==> src/rtl/isp_crc_pkg.sv <==
package isp_crc_pkg;

    localparam int          CRC_W    = 16;
    localparam int          BYTE_W   = 8;
    localparam logic [15:0] CRC_POLY = 16'h1021;
    localparam logic [15:0] CRC_SEED = 16'hFFFF;

    typedef enum logic [1:0] {
        CRC_ACT_HOLD  = 2'd0,
        CRC_ACT_SEED  = 2'd1,
        CRC_ACT_FOLD  = 2'd2
    } crc_act_e;

    typedef struct packed {
        crc_act_e    act;
        logic [7:0]  byte_q;
    } crc_cmd_t;

endpackage

==> src/rtl/isp_crc_ctrl.sv <==
module isp_crc_ctrl
    import isp_crc_pkg::*;
#(
    parameter int DATA_W = BYTE_W
) (
    input  logic              clr_i,
    input  logic              upd_i,
    input  logic [DATA_W-1:0] data_i,
    output crc_act_e          act_o,
    output logic [DATA_W-1:0] byte_o
);

    // Clear outranks update; the byte is forwarded only when it is folded.
    always_comb begin
        if (clr_i) begin
            act_o  = CRC_ACT_SEED;
            byte_o = '0;
        end else if (upd_i) begin
            act_o  = CRC_ACT_FOLD;
            byte_o = data_i;
        end else begin
            act_o  = CRC_ACT_HOLD;
            byte_o = '0;
        end
    end

    always_comb begin
        AST_CLEAR_FIRST: assert (!(clr_i && act_o == CRC_ACT_FOLD));
    end

endmodule

==> src/rtl/isp_crc_step.sv <==
module isp_crc_step
    import isp_crc_pkg::*;
#(
    parameter int              W      = CRC_W,
    parameter int              DATA_W = BYTE_W,
    parameter logic [W-1:0]    POLY   = CRC_POLY
) (
    input  logic [W-1:0]      crc_i,
    input  logic [DATA_W-1:0] byte_i,
    output logic [W-1:0]      crc_o
);

    localparam int LAST = DATA_W;

    logic [W-1:0] stage [0:LAST];

    assign stage[0] = crc_i;

    // One stage per data bit, most significant bit first.
    for (genvar k = 0; k < DATA_W; k++) begin : g_bit
        logic fb;
        assign fb           = stage[k][W-1] ^ byte_i[DATA_W-1-k];
        assign stage[k+1]   = {stage[k][W-2:0], 1'b0} ^ (fb ? POLY : '0);
    end

    assign crc_o = stage[LAST];

endmodule

==> src/rtl/isp_crc_accum.sv <==
module isp_crc_accum
    import isp_crc_pkg::*;
#(
    parameter int              W      = CRC_W,
    parameter int              DATA_W = BYTE_W,
    parameter logic [W-1:0]    POLY   = CRC_POLY,
    parameter logic [W-1:0]    SEED   = CRC_SEED
) (
    input  logic              clk,
    input  logic              rst,
    input  logic              clr_i,
    input  logic              upd_i,
    input  logic [DATA_W-1:0] data_i,
    output logic [W-1:0]      crc_o
);

    crc_act_e          act;
    logic [DATA_W-1:0] fold_byte;
    logic [W-1:0]      crc_q;
    logic [W-1:0]      crc_next;

    isp_crc_ctrl #(
        .DATA_W (DATA_W)
    ) ctrl_i (
        .clr_i  (clr_i),
        .upd_i  (upd_i),
        .data_i (data_i),
        .act_o  (act),
        .byte_o (fold_byte)
    );

    isp_crc_step #(
        .W      (W),
        .DATA_W (DATA_W),
        .POLY   (POLY)
    ) step_i (
        .crc_i  (crc_q),
        .byte_i (fold_byte),
        .crc_o  (crc_next)
    );

    always_ff @(posedge clk) begin
        if (rst) begin
            crc_q <= SEED;
        end else begin
            case (act)
                CRC_ACT_SEED: crc_q <= SEED;
                CRC_ACT_FOLD: crc_q <= crc_next;
                default:      crc_q <= crc_q;
            endcase
        end
    end

    assign crc_o = crc_q;

    AST_RESET_SEED: assert property (@(posedge clk)
        rst |=> crc_o == SEED);

    AST_CLEAR_SEED: assert property (@(posedge clk) disable iff (rst)
        clr_i |=> crc_o == SEED);

    AST_IDLE_HOLD: assert property (@(posedge clk) disable iff (rst)
        (!clr_i && !upd_i) |=> $stable(crc_o));

    AST_FOLD_TAKEN: assert property (@(posedge clk) disable iff (rst)
        (upd_i && !clr_i) |=> crc_o == $past(crc_next));

endmodule

==> config.mk <==
export PLATFORM = sky130hd
export DESIGN_NAME = isp_crc_accum
export DESIGN_NICKNAME = d
export VERILOG_FILES = /design/src/rtl/isp_crc_pkg.sv /design/src/rtl/isp_crc_ctrl.sv /design/src/rtl/isp_crc_step.sv /design/src/rtl/isp_crc_accum.sv
export SDC_FILE = /design/constraint.sdc
export NUM_CORES = 1
export LEC_CHECK = 0
export BUFFER_PORTS_ARGS = -buffer_cell sky130_fd_sc_hd__buf_4
export CAP_MARGIN = 40
export CORE_MARGIN = 2
export CORE_UTILIZATION = 50
export CTS_CLUSTER_DIAMETER = 60
export DETAILED_ROUTE_END_ITERATION = 10
export GPL_ROUTABILITY_DRIVEN = 1
export PLACE_DENSITY = 0.77
export SLEW_MARGIN = 20
export SYNTH_ARGS = -nofsm -noshare
export SYNTH_HDL_FRONTEND = slang
export SYNTH_SLANG_ARGS = --single-unit
export TNS_END_PERCENT = 1
==> constraint.sdc <==
create_clock -name clk -period 1.9 [get_ports clk]
set_clock_uncertainty 0.1 [all_clocks]
set_input_delay 0.095 -clock clk [delete_from_list [all_inputs] [get_ports clk]]
set_output_delay 0.095 -clock clk [all_outputs]
set_load 0.005 [all_outputs]
After elaboration in Yosys (flattened, before gate mapping)
Index checks and enable logic that the tools add are counted.

Equal/unequal tests: 2. Mux-type cells: 13. Bitwise operators: 16. Reductions and logical operators: 1.

Operator list (count): 16-bit XOR (8); 13-bit 2-to-1 mux (8); 16-bit case mux with 2 select lines (1); 8-bit 2-to-1 mux (2); 1-bit XOR (8); 2-bit 2-to-1 mux (2); 2-bit by 1-bit equality test with 1-bit output (second input constant) (1); 2-bit equality test (second input constant) (1); 2-bit nonzero test (1).

Flip-flop bits (word level): 16. Bits of input ports: 12. Output and inout bits: 16.

Logic depth before layout (Yosys ltp)
Gate-level depths: netlist (run 1).

Word-level depth: 27. Mapped depth: 6. Gate-level depth less buffers: 4.

Cells and area by module
From an unflattened synthesis (run 1), not the netlist that was laid out.

Cell total of the unflattened synthesis: 113. Area total of the unflattened synthesis: 1178.6 um^2.

Modules (own cells, without submodules): isp_crc_accum (instances 1, cells an instance 73, area an instance 669.4 um^2, sequential area each 320.3 um^2); isp_crc_step (instances 1, cells an instance 30, area an instance 425.4 um^2, sequential area each 0.0 um^2); isp_crc_ctrl (instances 1, cells an instance 10, area an instance 83.8 um^2, sequential area each 0.0 um^2).

Worst setup path before layout (run 1)
Ideal clock, no wire load.

Path kind: reg-to-reg. Start point: register crc_q[13], in the netlist crc_o[13]. End point: register crc_q[13], in the netlist crc_o[13]. Setup time: 127 ps. Arrival: 1303 ps. Data required time: 1673 ps. Path slack: 370 ps. Stages on the path, launching flop included: 5. Clock period less this slack: 1530 ps. Cell sequence: dfxtp_1 > xnor2_1 > or3_4 > a2111oi_4 > nor3_1.

Cells in the longest elaborated chain, start to end: 13.

Ends and longest elaborated chain: from (decl) (line isp_crc_accum.sv:19) `logic [W-1:0] crc_q;`; from (signal assigned) (line isp_crc_accum.sv:48) `CRC_ACT_FOLD: crc_q <= crc_next;`; from (signal assigned) (line isp_crc_accum.sv:49) `default: crc_q <= crc_q;`; 16-bit XOR (2 in series) (line isp_crc_step.sv:23) `assign stage[k+1] = {stage[k][W-2:0], 1'b0} ^ (fb ? POLY : '0);`; 1-bit XOR (line isp_crc_step.sv:22) `assign fb = stage[k][W-1] ^ byte_i[DATA_W-1-k];`; 13-bit 2-to-1 mux (line isp_crc_step.sv:23); 16-bit XOR (4 in series) (line isp_crc_step.sv:23); 1-bit XOR (line isp_crc_step.sv:22); 13-bit 2-to-1 mux (line isp_crc_step.sv:23); 16-bit XOR (2 in series) (line isp_crc_step.sv:23); 16-bit case mux with 2 select lines (line isp_crc_accum.sv:46) `case (act)`.

Every way passes these cells. A chain may end at the register's enable or synchronous reset.

Final worst setup path (run 1)
Start point: register crc_q[14], in the netlist crc_o[14]. End point: register crc_q[14], in the netlist crc_o[14].

Cells in the longest elaborated chain, start to end: 13.

Ends and longest elaborated chain (line): 16-bit XOR (isp_crc_step.sv:23); 1-bit XOR (isp_crc_step.sv:22); 13-bit 2-to-1 mux (isp_crc_step.sv:23); 16-bit XOR (4 in series) (isp_crc_step.sv:23); 1-bit XOR (isp_crc_step.sv:22); 13-bit 2-to-1 mux (isp_crc_step.sv:23); 16-bit XOR (3 in series) (isp_crc_step.sv:23); 16-bit case mux with 2 select lines (isp_crc_accum.sv:46).

Every way passes these cells.

==> results.yml, run 1 <==
cells_and_area:
  final_net_count: 153
  largest_register_ffs: 16
  drive_above_1_share_pct: 29.3
  area_growth_pct: 26.9
  fillers: 177
  antenna_cells: 0
logic_synthesis:
  ys_seq_elements: 16
  synth.largest_area_cell: "dfxtp_1"
  synthesis.area_um2: 1000
  async_flop_share_pct: 0
  synth_edf_count: 0
  syn_area_per_cell_um2: 8.93
  synthCells: 112
  synth.top_cell.area_share_pct: 32.0
  synth_nets: 124
  synth.most_common_cell: "dfxtp_1"
  synth_flop_cell: "dfxtp_1"
  synth-seq-area-share_pct: 32.0
  yosysWarnings: 0
  synthTopCellsByCount: "dfxtp_1 (16), xnor2_1 (10), o21ai_1 (9), a21oi_1 (8), xor2_1 (7)"
  synth_cell_types: 31
  netlist_top_cells_area: "dfxtp_1 (32%), xnor2_1 (8.8%), xor2_1 (6.1%)"
clock_network:
  hold_buffers: 0
  cts_setup_buffers: 0
  worstSkewPairLatency_ns: 0.29
  numCtsBuffers: 3
  clock_sinks: 16
  clk_path_buf_depth: 2
  clk_pin_slew_ns: 0.10
  cts-resized-gates: 0
  clock-root-buffer: "clkbuf_4"
  cts.htree.levels: 1
  cts_tree: "yes"
place:
  portBuffers: 27
  gp_congestion: 0.820
  post-place-ws_ns: 0.288
  hpwlAfterDp_um: 1760
routing:
  vias: 926
  drt_iter0_markers: 13
  antenna_left: 0
  drc: 0
  wl_per_cell_um: 14.3
  wirelength_um: 2380
  avgViaCountPerCell: 5.54
  first_pass_iters: 4
power:
  seq_power_share_pct: 46.6
  p_switching_uw: 233
  p_sw_share_pct: 29.2
  power.density_mw_per_mm2: 630
  vdd_drop_max_mv: 0.390
  pwr-share-comb_pct: 24.3
  pwr-share-clk_pct: 29.2
  p_int_uw: 566
  p_leak_uw: 0.000477
die:
  die_y_um: 48.7
  rows: 16
  die-area_mm2: 0.00237
  core_area_mm2: 0.00192
  start_util_pct: 52.0
  dieWidth_um: 48.7
  boundaryPins: 28
worst_setup_path:
  r2r_slack_ns: 0.26
  critical_path_class: "reg2reg"
  crit_chain: "xnor2_1, or3_4, a2111oi_4, nor3_1"
  reg2reg_to: "crc_o[14]"
  critPathArrivalTime_ns: 1.72
  cp.required_ns: 1.98
  worstReg2RegStart: "crc_o[14]"
  reg2reg_depth: 4
  endpoint_kind: "register"
  critical-path-max-stage-delay_ns: 0.43
  crit_path_max_fanout: 4
  worstSetupStartpointType: "register"
  cpMaxStageDelayCell: "dfxtp_1"
sta:
  setup-violations-final: 0
  tightestPinTransition_ns: 0.441
  hold_viol: 0
  final.period_utilization_pct: 86.1
  maxSlewHeadroom_pct: 70.4
  tns_ns: 0
  rsz0062_at_grt: "no"
  slew_viol_final: 0
  period_minus_slack_ns: 1.64
  fmax_mhz: 611
  setup_ws_ns: 0.264
min_path:
  whs_path_depth: 3
  holdPathEnd: "crc_o[2]"
  hold_class: "in2reg"
  hp-start: "upd_i"
global_route:
  antenna_found_initial: 0
  grt_pass1_vias: 866
  grt_max_degree: 19
  grt_pass1_wl_um: 3930
  globalRouteTotalUtil_pct: 21.3
  grt_overflow_total: 0
outcome:
  status: "finished, final reports clean"
run:
  maxCapViolations: 0
worst max path at each step:
stage | startpoint | to | slack (ns)
2_1_floorplan | crc_o[13] | crc_o[13] | 0.37
3_3_place_gp | crc_o[13] | crc_o[13] | 0.37
3_5_place_dp | crc_o[14] | crc_o[14] | 0.29
4_1_cts | crc_o[14] | crc_o[14] | 0.27
5_1_grt | crc_o[14] | crc_o[14] | 0.19
6_report | crc_o[14] | crc_o[14] | 0.26
cell families (layout without fill, tap and decap cells):
family                    after synthesis  count (layout)  synth area share [%]
AOI/OAI and AO/OA                      29              29                  21.8
and+or+nand+nor                        41              41                  25.7
DFF                                    16              16                  32.0
xor gates and xnor gates               18              18                  17.1
buffers and inverters                   8              36                  3.38
metrics by stage:
stage | utilization [%] | hold WS (ns) | instance area (um2) | power, uW | cells
floorplan | - | 0.270 | 1000 | 499 | 112
global placement | 64.1 | 0.343 | 1230 | 566 | 163
detailed placement | 64.1 | 0.349 | 1230 | 573 | 163
CTS | 66.0 | 0.0465 | 1270 | 803 | 167
global route | 66.0 | 0.0764 | 1270 | 841 | 167
finish | 66.0 | 0.0502 | 1270 | 799 | 167
per-layer routing:
metal | GRT usage (%) | wire length, um | part of all wire (%)
met1 | 26.4 | 1070 | 45
met5 | 0 | 0 | 0
met3 | 3.09 | 91 | 3.8
met4 | 7.62 | 35 | 1.5
met2 | 37.2 | 1180 | 50
power groups by stage:
stage | registers, uW | logic (uW) | clock network [uW]
CTS | 372 | 194 | 237
global placement | 379 | 188 | 0
global route | 375 | 212 | 254
finish | 372 | 194 | 233
detailed placement | 380 | 192 | 0
floorplan | 378 | 121 | 0
cell usage in the layout (no fill, tap or decap), types with 2 or more instances in the layout:
master     synthesis  layout
or3_1              3       3
dfxtp_1           16      16
xor2_1             7       7
nand3_1            3       3
o21ai_1            9       9
nor3_1             6       6
and3_1             5       5
o21ai_0            2       2
nand2_1            3       3
buf_4              1      30
nand4_1            2       2
nand3b_1           5       5
clkbuf_4           0       3
a211oi_1           3       3
o311a_1            2       2
or3_4              3       3
a21oi_1            8       8
a2111oi_4          2       2
xnor2_1           10      10
nor2_1             6       6
cell type report:
type / count / area (um2) / area share, %
Clock buffer: 4 / 36.3 / 2.86
Inverter: 2 / 7.51 / 0.592
Multi-Input combinational cell: 88 / 646 / 50.9
Sequential cell: 16 / 320 / 25.2
Tap cell: 27 / 33.8 / 2.66
Timing Repair Buffer: 30 / 225 / 17.8
critical path, delay by kind of cell, from the launching register on:
kind             cells  cell delay [ns]
AO/OA/AOI/OAI        1             0.35
XOR/XNOR             1             0.14
flip-flops           1             0.43
AND/OR/NAND/NOR      2             0.50
No activity file was read; power rests on OpenSTA's default activity.
==> inputs of run 2 (changes only) <==
- CORE_ASPECT_RATIO: default -> 1.1
==> results.yml, run 2 (synthesis results as in run 1) <==
sta:
  hold_ws_ns: 0.0722
  maxSlewHeadroom_pct: 71.8
  fmax_mhz: 619
  tightestPinTransition_ns: 0.420
  setup-violations-final: 0
  period_minus_slack_ns: 1.62
  final.period_utilization_pct: 85.1
  rsz0062_at_grt: "no"
  slew_viol_final: 0
  hold_viol: 0
  tns_ns: 0
die:
  core_area_mm2: 0.00184
  rows: 16
  start_util_pct: 54.3
  die_y_um: 50.9
  dieWidth_um: 46.6
  boundaryPins: 28
  die-area_mm2: 0.00237
power:
  vdd_drop_max_mv: 0.398
  p_sw_share_pct: 29.6
  p_switching_uw: 219
  power.density_mw_per_mm2: 593
  pwr-share-clk_pct: 24.2
  pwr-share-comb_pct: 25.6
  seq_power_share_pct: 50.2
  power_uw: 740
  p_leak_uw: 0.000465
  p_int_uw: 521
min_path:
  hold_class: "in2reg"
clock_network:
  clock_sinks: 16
  cts_setup_buffers: 0
  clk_path_buf_depth: 2
  numCtsBuffers: 3
  worstSkewPairLatency_ns: 0.28
  clk_pin_slew_ns: 0.09
  cts_tree: "yes"
  cts-resized-gates: 0
  cts.htree.levels: 1
  hold_buffers: 0
  clock-root-buffer: "clkbuf_4"
routing:
  wl_per_cell_um: 13.5
  first_pass_iters: 4
  drt_iter0_markers: 15
  drc: 0
  antenna_left: 0
  avgViaCountPerCell: 5.58
  wirelength_um: 2220
  vias: 921
cells_and_area:
  fillers: 167
  final_common_cell: "buf_4"
  antenna_cells: 0
  final_net_count: 152
  area_growth_pct: 24.8
  ff_latch_area_um2: 320
  multi_input_area_um2: 646
  drive_above_1_share_pct: 28.3
  layout_common_cells: "buf_4 (29), dfxtp_1 (16), xnor2_1 (10)"
  final_core_util_pct: 67.7
  fin_area_mm2: 0.00125
  largest_register_ffs: 16
worst_setup_path:
  critical_path_class: "reg2reg"
  endpoint_kind: "register"
  worstSetupStartpointType: "register"
  r2r_slack_ns: 0.28
  reg2reg_to: "crc_o[14]"
  cp.required_ns: 1.98
  worstReg2RegStart: "crc_o[14]"
  critPathArrivalTime_ns: 1.69
  reg2reg_depth: 4
  critPathLaunch: "crc_o[14]"
  cp-endpoint: "crc_o[14]"
  crit_path_max_fanout: 4
global_route:
  antenna_found_initial: 0
  grt_pass1_wl_um: 3580
  grt_max_degree: 27
  globalRouteTotalUtil_pct: 20.9
  grt_overflow_total: 0
  grt_pass1_vias: 772
place:
  post_dp_cell_area_mm2: 0.00122
  hpwlAfterDp_um: 1620
  portBuffers: 27
  gp_congestion: 0.806
outcome:
  status: "finished, final reports clean"
run:
  maxCapViolations: 0
## run 2: how the worst min path moves through the flow
stage,from,end,slack [ns],depth (start not counted)
CTS,rst,crc_o[4],0.07,4
global route,rst,crc_o[4],0.06,4
global placement,rst,crc_o[4],0.36,4
detailed placement,rst,crc_o[4],0.36,4
floorplan,data_i[4],crc_o[4],0.27,4
finish,rst,crc_o[4],0.07,4
## run 2: power groups by stage
stage	clock network, uW	registers, uW	logic [uW]
6_report	179	372	189
5_1_grt	201	375	208
4_1_cts	182	372	190
3_5_place_dp	0	379	189
3_3_place_gp	0	379	185
2_1_floorplan	0	378	121
## run 2: cell type report
type	instances	area share, %
inverter	2	0.602
tap	27	2.71
sequential	16	25.7
clock buffer	3	1.81
timing repair buffer	29	17.5
multi-input combinational	88	51.8
## run 2: routing by layer
metal	GRT usage, %	part of all wire, %
met3	3.18	4.5
met2	31.7	48
met5	0	0
met4	9.26	1.7
met1	28.7	46
## run 2: critical path: stages, from the launching register on
cell and delay, ns:
dfxtp_1 0.41, xnor2_1 0.14, or3_4 0.41, a2111oi_4 0.35
nor3_1 0.09
## run 2: metrics by stage
stage | worst slack [ns] | cells
after floorplan | 0.370 | 112
after detailed placement | 0.304 | 162
final | 0.284 | 165
after global routing | 0.196 | 165
after global placement | 0.361 | 162
after CTS | 0.292 | 165
